$ cat config.mk
export PLATFORM = sky130hd
export DESIGN_NAME = hyp_irq_regs
export DESIGN_NICKNAME = d
export VERILOG_FILES = /design/src/rtl/hyp_irq_pkg.sv /design/src/rtl/hyp_csr_decode.sv /design/src/rtl/hyp_guest_sel.sv /design/src/rtl/hyp_mask_reg.sv /design/src/rtl/hyp_irq_regs.sv
export SDC_FILE = /design/constraint.sdc
export NUM_CORES = 1
export LEC_CHECK = 0
export BUFFER_PORTS_ARGS = -buffer_cell sky130_fd_sc_hd__clkbuf_2
export CAP_MARGIN = 10
export CORE_MARGIN = 2
export CORE_UTILIZATION = 38
export CTS_CLUSTER_DIAMETER = 120
export DETAILED_ROUTE_END_ITERATION = 10
export PLACE_DENSITY = 0.85
export SYNTH_ARGS = -nofsm -noshare
export SYNTH_HDL_FRONTEND = slang
export SYNTH_HIERARCHICAL = 1
export SYNTH_SLANG_ARGS = --single-unit
$ cat constraint.sdc
create_clock -name clk_i -period 1.74 [get_ports clk_i]
set_input_delay 0 -clock clk_i [delete_from_list [all_inputs] [get_ports clk_i]]
set_output_delay 0 -clock clk_i [all_outputs]
set_load 0.01 [all_outputs]
$ cat src/rtl/hyp_irq_pkg.sv
package hyp_irq_pkg;
  localparam int unsigned VSSI_BIT = 2;
  localparam int unsigned VSTI_BIT = 6;
  localparam int unsigned VSEI_BIT = 10;
  localparam int unsigned SGEI_BIT = 12;

  localparam logic [15:0] VIRT_MASK16  = 16'h0444;
  localparam logic [15:0] PEND_MASK16  = 16'h1444;
  localparam logic [15:0] ALIAS_MASK16 = 16'h0004;

  typedef enum logic [1:0] {
    SEL_NONE,
    SEL_VIRT,
    SEL_PEND,
    SEL_EN
  } csr_sel_e;
endpackage

$ cat src/rtl/hyp_csr_decode.sv
module hyp_csr_decode
  import hyp_irq_pkg::*;
#(
  parameter int unsigned ADDR_W    = 12,
  parameter int unsigned ADDR_VIRT = 'h645,
  parameter int unsigned ADDR_PEND = 'h644,
  parameter int unsigned ADDR_EN   = 'h604
) (
  input  logic [ADDR_W-1:0] addr_i,
  output csr_sel_e          sel_o
);
  always_comb begin
    if (addr_i == ADDR_W'(ADDR_VIRT))      sel_o = SEL_VIRT;
    else if (addr_i == ADDR_W'(ADDR_PEND)) sel_o = SEL_PEND;
    else if (addr_i == ADDR_W'(ADDR_EN))   sel_o = SEL_EN;
    else                                   sel_o = SEL_NONE;
  end
endmodule

$ cat src/rtl/hyp_guest_sel.sv
module hyp_guest_sel #(
  parameter int unsigned GUEST_CNT = 8,
  parameter int unsigned SEL_W     = 6
) (
  input  logic [GUEST_CNT:0] pend_i,
  input  logic [GUEST_CNT:0] en_i,
  input  logic [SEL_W-1:0]   sel_i,
  output logic               sel_hit_o,
  output logic               any_o
);
  logic [GUEST_CNT:0] hit;
  logic [GUEST_CNT:0] act;
  logic               unused_idx0;

  // index 0 is never a guest
  assign hit[0] = 1'b0;
  assign act[0] = 1'b0;
  assign unused_idx0 = pend_i[0] ^ en_i[0];

  for (genvar g = 1; g <= GUEST_CNT; g++) begin : g_guest
    assign hit[g] = pend_i[g] && (sel_i == SEL_W'(g));
    assign act[g] = pend_i[g] && en_i[g];
  end

  assign sel_hit_o = |hit;
  assign any_o     = |act;
endmodule

$ cat src/rtl/hyp_mask_reg.sv
module hyp_mask_reg #(
  parameter int unsigned XLEN   = 32,
  parameter logic [15:0] MASK_A = 16'h0000,
  parameter logic [15:0] MASK_B = 16'h0000
) (
  input  logic            clk_i,
  input  logic            rst_ni,
  input  logic            wr_a_i,
  input  logic            wr_b_i,
  input  logic [XLEN-1:0] wdata_i,
  output logic [XLEN-1:0] q_o
);
  logic unused_wdata;
  assign unused_wdata = ^wdata_i;

  assign q_o[XLEN-1:16] = '0;

  for (genvar b = 0; b < 16; b++) begin : g_bit
    localparam bit IN_A = MASK_A[b];
    localparam bit IN_B = MASK_B[b];
    if (IN_A || IN_B) begin : g_flop
      logic bit_q;
      always_ff @(posedge clk_i or negedge rst_ni) begin
        if (!rst_ni)              bit_q <= 1'b0;
        else if (wr_a_i && IN_A)  bit_q <= wdata_i[b];
        else if (wr_b_i && IN_B)  bit_q <= wdata_i[b];
      end
      assign q_o[b] = bit_q;
    end else begin : g_zero
      assign q_o[b] = 1'b0;
    end
  end
endmodule

$ cat src/rtl/hyp_irq_regs.sv
module hyp_irq_regs
  import hyp_irq_pkg::*;
#(
  parameter int unsigned XLEN      = 32,
  parameter int unsigned GUEST_CNT = 8,
  parameter int unsigned SEL_W     = 6,
  parameter int unsigned ADDR_W    = 12,
  parameter int unsigned ADDR_VIRT = 'h645,
  parameter int unsigned ADDR_PEND = 'h644,
  parameter int unsigned ADDR_EN   = 'h604
) (
  input  logic                 clk_i,
  input  logic                 rst_ni,
  input  logic [ADDR_W-1:0]    csr_addr_i,
  input  logic                 csr_we_i,
  input  logic [XLEN-1:0]      csr_wdata_i,
  output logic [XLEN-1:0]      csr_rdata_o,
  input  logic [GUEST_CNT:0]   gext_pend_i,
  input  logic [GUEST_CNT:0]   gext_en_i,
  input  logic [SEL_W-1:0]     guest_sel_i,
  input  logic                 vs_ext_irq_i,
  input  logic                 vs_timer_irq_i,
  output logic [XLEN-1:0]      eff_pend_o,
  output logic [XLEN-1:0]      eff_en_o
);
  csr_sel_e        sel;
  logic            wr_virt, wr_pend, wr_en;
  logic [XLEN-1:0] vip_q, en_q, pend_w;
  logic            sel_hit, gext_any;

  hyp_csr_decode #(
    .ADDR_W(ADDR_W), .ADDR_VIRT(ADDR_VIRT),
    .ADDR_PEND(ADDR_PEND), .ADDR_EN(ADDR_EN)
  ) u_dec (
    .addr_i(csr_addr_i),
    .sel_o (sel)
  );

  assign wr_virt = csr_we_i && (sel == SEL_VIRT);
  assign wr_pend = csr_we_i && (sel == SEL_PEND);
  assign wr_en   = csr_we_i && (sel == SEL_EN);

  // port B: software bit written through the pending register
  hyp_mask_reg #(
    .XLEN(XLEN), .MASK_A(VIRT_MASK16), .MASK_B(ALIAS_MASK16)
  ) u_vip (
    .clk_i  (clk_i),
    .rst_ni (rst_ni),
    .wr_a_i (wr_virt),
    .wr_b_i (wr_pend),
    .wdata_i(csr_wdata_i),
    .q_o    (vip_q)
  );

  hyp_mask_reg #(
    .XLEN(XLEN), .MASK_A(PEND_MASK16), .MASK_B(16'h0000)
  ) u_en (
    .clk_i  (clk_i),
    .rst_ni (rst_ni),
    .wr_a_i (wr_en),
    .wr_b_i (1'b0),
    .wdata_i(csr_wdata_i),
    .q_o    (en_q)
  );

  hyp_guest_sel #(
    .GUEST_CNT(GUEST_CNT), .SEL_W(SEL_W)
  ) u_gsel (
    .pend_i   (gext_pend_i),
    .en_i     (gext_en_i),
    .sel_i    (guest_sel_i),
    .sel_hit_o(sel_hit),
    .any_o    (gext_any)
  );

  always_comb begin
    pend_w           = '0;
    pend_w[VSSI_BIT] = vip_q[VSSI_BIT];
    pend_w[VSTI_BIT] = vip_q[VSTI_BIT] | vs_timer_irq_i;
    pend_w[VSEI_BIT] = vip_q[VSEI_BIT] | sel_hit | vs_ext_irq_i;
    pend_w[SGEI_BIT] = gext_any;
  end

  always_comb begin
    unique case (sel)
      SEL_VIRT: csr_rdata_o = vip_q;
      SEL_PEND: csr_rdata_o = pend_w;
      SEL_EN:   csr_rdata_o = en_q;
      default:  csr_rdata_o = '0;
    endcase
  end

  assign eff_pend_o = pend_w;
  assign eff_en_o   = en_q;
endmodule

After elaboration in Yosys (flattened, before gate mapping)

Index checks and enable logic that the tools add are counted.

Muxes and demuxes: 6
Div/mod/pow operators: 0
Shifts and indexed selects: 0
Reductions and logical operators: 22
Multiply operators: 0
Bitwise logic cells: 3
Equal/unequal tests: 14
Add/sub/neg operators: 0
Order comparisons: 0

Operators by type and width:

| kind                                                                    | number |
|---|---|
| 13-bit case mux with 3 select lines                                     | 1 |
| 12-bit by 11-bit equality test with 1-bit output, second input constant | 3 |
| 6-bit by 3-bit equality test with 1-bit output, second input constant   | 4 |
| 1-bit logical AND                                                       | 19 |
| 8-bit OR reduction                                                      | 2 |
| 6-bit by 2-bit equality test with 1-bit output, second input constant   | 2 |
| 6-bit by 1-bit equality test with 1-bit output, second input constant   | 1 |
| 6-bit by 4-bit equality test with 1-bit output, second input constant   | 1 |
| 2-bit 2-to-1 mux                                                        | 3 |
| 2-bit equality test, second input constant                              | 2 |
| 1-bit OR                                                                | 3 |
| 2-bit by 1-bit equality test with 1-bit output, second input constant   | 1 |
| 1-bit 2-to-1 mux                                                        | 2 |
| 2-bit nonzero test                                                      | 1 |

Memory bits (read-only): 0
Bits in latches: 0
Register bits: 7
RAM bits: 0
Logic and storage cells: 52
Input port bits: 73
Output and inout bits: 96
Memories kept: 0

Longest topological paths before layout

Depth in word-level cells: 8
Mapped depth: 7
Mapped depth without buffers: 6

By module

Netlist, hierarchy kept.

Modules (own cells, without submodules):

| module                | cells each | seq. area each (um^2) | times used | area each (um^2) |
|---|---|---|---|---|
| hyp_irq_regs          | 110        | 0.0                   | 1          | 865.8 |
| hyp_mask_reg at u_en  | 41         | 100.1                 | 1          | 389.1 |
| hyp_mask_reg at u_vip | 40         | 75.1                  | 1          | 356.6 |
| hyp_guest_sel         | 20         | 0.0                   | 1          | 141.4 |
| hyp_csr_decode        | 6          | 0.0                   | 1          | 61.3 |

Worst setup path after synthesis

Ideal clock, no wire load.

Path type: input -> register
From: in csr_addr_i[3]
To: reg u_en.g_bit[10].g_flop.bit_q
Path buffers: 2
Stages on the path: 6
Library setup time: 0.125 ns
Path slack: -0.181 ns
Data required time: 1.615 ns
Data arrival time: 1.796 ns
Path through: or4bb_1 > nor4_2 > buf_2 > clkbuf_1 > and3_1 > mux2_2

Longest elaborated chain between the ends: 6
Elaborated cells between the ends (all ways): 8
Classes of those cells: 4 x eq/ne; 3 x mux; 1 x reduce/logical

Ends and longest elaborated chain:

| item                                             | RTL line             | source |
|---|---|---|
| from (decl)                                      | hyp_irq_regs.sv:14   | `input logic [ADDR_W-1:0] csr_addr_i,` |
| 12-bit by 11-bit equality test with 1-bit output | hyp_csr_decode.sv:15 | `else if (addr_i == ADDR_W'(ADDR_EN)) sel_o = SEL_EN;` |
| 2-bit 2-to-1 mux                                 | hyp_csr_decode.sv:15 |  |
| 2-bit 2-to-1 mux                                 | hyp_csr_decode.sv:14 | `else if (addr_i == ADDR_W'(ADDR_PEND)) sel_o = SEL_PEND;` |
| 2-bit 2-to-1 mux *                               | hyp_csr_decode.sv:13 | `if (addr_i == ADDR_W'(ADDR_VIRT)) sel_o = SEL_VIRT;` |
| via sel[0]                                       | hyp_irq_regs.sv:26   | `csr_sel_e sel;` |
| 2-bit equality test *                            | hyp_irq_regs.sv:41   | `assign wr_en = csr_we_i && (sel == SEL_EN);` |
| 1-bit logical AND *                              | hyp_irq_regs.sv:41   |  |
| via wr_en                                        | hyp_irq_regs.sv:27   | `logic wr_virt, wr_pend, wr_en;` |
| to (signal assigned)                             | hyp_mask_reg.sv:25   | `else if (wr_a_i && IN_A) bit_q <= wdata_i[b];` |
| to (signal assigned)                             | hyp_mask_reg.sv:26   | `else if (wr_b_i && IN_B) bit_q <= wdata_i[b];` |
| to (decl)                                        | hyp_mask_reg.sv:22   | `logic bit_q;` |

Mark *: on every way through the listed nets, which the timed path passes. The rest lies on a longest branch.
A chain may end at the register's enable or synchronous reset.

Worst setup path in the final report

From: in csr_addr_i[11]
To: out csr_rdata_o[10]

Longest elaborated chain between the ends: 6
Elaborated cells between the ends (all ways): 10
Classes of those cells: 6 x eq/ne; 4 x mux

Ends and longest elaborated chain:

| item                                                                                  | RTL line             | source |
|---|---|---|
| 12-bit by 11-bit equality test with 1-bit output                                      | hyp_csr_decode.sv:15 |  |
| 2-bit 2-to-1 mux                                                                      | hyp_csr_decode.sv:15 |  |
| 2-bit 2-to-1 mux                                                                      | hyp_csr_decode.sv:14 |  |
| 2-bit 2-to-1 mux *                                                                    | hyp_csr_decode.sv:13 |  |
| via sel[0]                                                                            | hyp_irq_regs.sv:26   |  |
| 2-bit equality test or 2-bit by 1-bit equality test with 1-bit output (tied branches) | hyp_irq_regs.sv:85   | `unique case (sel)` |
| 13-bit case mux with 3 select lines *                                                 | hyp_irq_regs.sv:85   |  |
| to (decl)                                                                             | hyp_irq_regs.sv:17   | `output logic [XLEN-1:0] csr_rdata_o,` |

Marks and branches as above.

==> flow_summary.toml <==
[placement]
dpl.hpwl_mm = 2.69
port_buffers = 54
place_inst = 314
place_congestion = 0.826
pre_cts_ws_ps = -162
placed_area_sq_um = 1820

[floorplan]
fp.dieH_um = 73.1
chipWidth_um = 73.1
placementRows = 25
dieArea_sq_um = 5340
start_util_pct = 38.9
pin_count = 169
core_sq_um = 4660

[setup_path]
worstSetupPathType = "in -> out"
end_kind = "output pin"
timing.critical_path.cells = "clkbuf_2 > or4bb_4 > nor4_4 > buf_4 > nor2b_4 > buf_4 > a211o_1 > clkbuf_2"
worstPathArrival_ps = 1760
required_ps = 1740
path_delay_family = "simple AND/OR/NAND/NOR gates"
cp.buffers_inverters = 4
cp_max_fo = 3
critPathSlowestCell = "or4bb_4"
crit_start = "csr_addr_i[11]"
cpPeakStageDelay_ps = 570
timing.rr.start = "u_vip/g_bit[2].g_flop.bit_q"
cp-start-kind = "primary input"

[drt]
drc_errors = 0
viasPerCell = 4.11
wl_per_cell_um = 9.82
drt_pass1_iterations = 3
antenna_left = 0
wl_mm = 3.17
dr_total_vias = 1329
drtIter0Drc = 19

[global_route]
grt_max_degree = 31
grt.overflow.total = 0
grt_usage_pct = 10.1
grt_pass1_vias = 1052
antenna_found_initial = 0
grt_pass1_wl_mm = 4.37

[cells_and_area]
multi_input_area_sq_um = 1250
fill_cells = 450
drive_gt1_share_pct = 32.0
finish.utilization_pct = 40.9
nNetsFinal = 343
area_growth_pct = 5.10
postLayoutCellArea_sq_um = 1910
fin_cells = 323
antenna_cells = 0
regArea_sq_um = 175

[pwr]
power_mw = 0.588
vdd_ir_drop_max_mv = 0.361
switchingPower_mw = 0.195
leakagePower_nw = 0.984
p_comb_share_pct = 33.5
internal_power_mw = 0.393
seqPwrFrac_pct = 28.1
power_density_nw_per_um2 = 308
swShare_pct = 33.1
clockPowerShare_pct = 38.4

[yosys]
ys_ff_latch = 7
synthCells = 217
yosysUniqueCellTypes = 34
synth_area_sq_um = 1810
yosysWarnings = 6
synth_area_per_cell_sq_um = 8.36
synth_seq_area_share_pct = 9.66

[clock_tree]
root_buffer = "clkbuf_8"
tritoncts = "done"
cts_buffer_depth = 2
insertion_delay_ps = 230
clkSinkCount = 7
cts_made_buffers = 3
clk_transition_reported_paths_ps = 40
htree_levels = 1

[timing]
setup_viol_count_final = 2
setup_tns_ps = -33.5
final.setup_skew_ps = 0
fin_ws_ps = -21.5
period_share_pct = 101
report.final.slew_viol_count = 0
period_minus_slack_ps = 1760
fmax_mhz = 568
whs_ps = 14.3
hold_viol_final = 0
rsz0062_at_grt = "true"

[outcome]
status = "finished with violations"
violations = "setup timing"

[flow_run]
max_cap_viol_count = 0

[worst_hold_path]
hold_path.startpoint = "csr_wdata_i[2]"
hold_class = "in -> reg"
==> placed cells by master, fill, tap and decap left out <==
master         count
xor2_1             1
mux2_4             5
o41a_1             1
dlygate4sd3_1      1
mux2i_1           29
a21oi_1            1
nand2_1            1
a22o_1             2
conb_1            85
and3_4             1
nor2_1             1
nand3b_1           7
dfrtp_1            7
and2_1             1
mux2_1             2
nor2_2             1
a211o_1            1
mux2_2             2
clkbuf_2          54
o221a_2            1
and3_1             1
a211oi_1           2
nand2b_1           1
nand4_1            1
nor2b_4            1
or3_1              1
or4bb_4            1
nor2b_1           28
clkbuf_1           1
nor4_4             2
and3b_1            2
o21a_1             1
clkbuf_8           3
or4b_4             1
nor3_1             1
buf_4             12
or2_2              2
a22oi_1            4
==> power groups by stage <==
| stage | registers [mW] | clock network, mW | logic (mW) |
|---|---|---|---|
| 6_report | 0.165 | 0.226 | 0.197 |
| 5_1_grt | 0.165 | 0.239 | 0.223 |
| 4_1_cts | 0.165 | 0.233 | 0.189 |
| 3_5_place_dp | 0.167 | 0 | 0.186 |
| 3_3_place_gp | 0.167 | 0 | 0.183 |
| 2_1_floorplan | 0.167 | 0 | 0.261 |
==> layout make-up <==
cell class	count	area share [%]
clock buffer	4	2.36
multi-input combinational	191	65.5
sequential	7	9.19
tap	54	3.54
timing repair buffer	67	19.4
==> cell usage after synthesis <==
cell type	number	share of area (%)
a211o_1	1	0.48
a211oi_1	2	0.83
a21oi_1	1	0.28
a22o_1	2	0.97
a22oi_1	4	1.7
and2_1	1	0.35
and3_1	2	0.69
and3b_1	2	0.97
buf_2	2	0.55
buf_4	93	38
buf_6	3	1.9
clkbuf_1	3	0.62
conb_1	3	0.62
dfrtp_1	7	9.7
mux2_1	2	1.2
mux2_2	6	3.7
mux2_4	1	0.83
mux2i_1	29	16
nand2_1	1	0.21
nand2b_1	1	0.35
nand3b_1	7	2.9
nand4_1	1	0.35
nor2_1	2	0.41
nor2b_1	29	10
nor3_1	1	0.28
nor4_2	2	1.4
o21a_1	1	0.41
o221a_2	1	0.62
o41a_1	1	0.62
or2_2	2	0.69
or3_1	1	0.35
or4b_1	1	0.55
or4bb_1	1	0.62
xor2_1	1	0.48
==> path summary, 6_finish.rpt <==
path                                                 to  slack (ps)  depth (start not counted)
min                         u_vip/g_bit[2].g_flop.bit_q          10                          2
min reg2reg                  u_en/g_bit[6].g_flop.bit_q         540                          1
max reg2reg                 u_vip/g_bit[2].g_flop.bit_q         910                          1
min in group asynchronous  u_vip/g_bit[10].g_flop.bit_q         170                          2
max in group asynchronous   u_vip/g_bit[2].g_flop.bit_q        1410                          2
max                                     csr_rdata_o[10]         -20                          8
==> metal layers <==
| layer | global-route usage [%] | share of wire, % |
|---|---|---|
| met5 | 0 | 0 |
| met4 | 3.09 | 0.85 |
| met3 | 1.38 | 8.5 |
| met2 | 19.3 | 52 |
| met1 | 11.4 | 39 |
==> state kept, by name (all words and copies together) (netlist names) <==
register                  count
u_en/g_bit.g_flop.bit_q       4
u_vip/g_bit.g_flop.bit_q      3
==> cell families after synthesis <==
kind of cell | count (synthesis) | synth area share (%)
buf+inv | 101 | 41.5
mux | 38 | 21.8
other cells | 3 | 0.621
flops | 7 | 9.66
compound gates | 13 | 5.86
xor+xnor | 1 | 0.483
simple gates | 54 | 20.1
==> timing repair <==
action | CTS | global route
pin swaps | 3 | 2
gates resized for setup | 0 | 2
hold endpoints to repair | 7 | 0
buffers inserted | 2 | 2
hold buffers | 1 | 0
setup endpoints to repair | 2 | 5
Note: power is estimated with default switching activity, not from simulation.
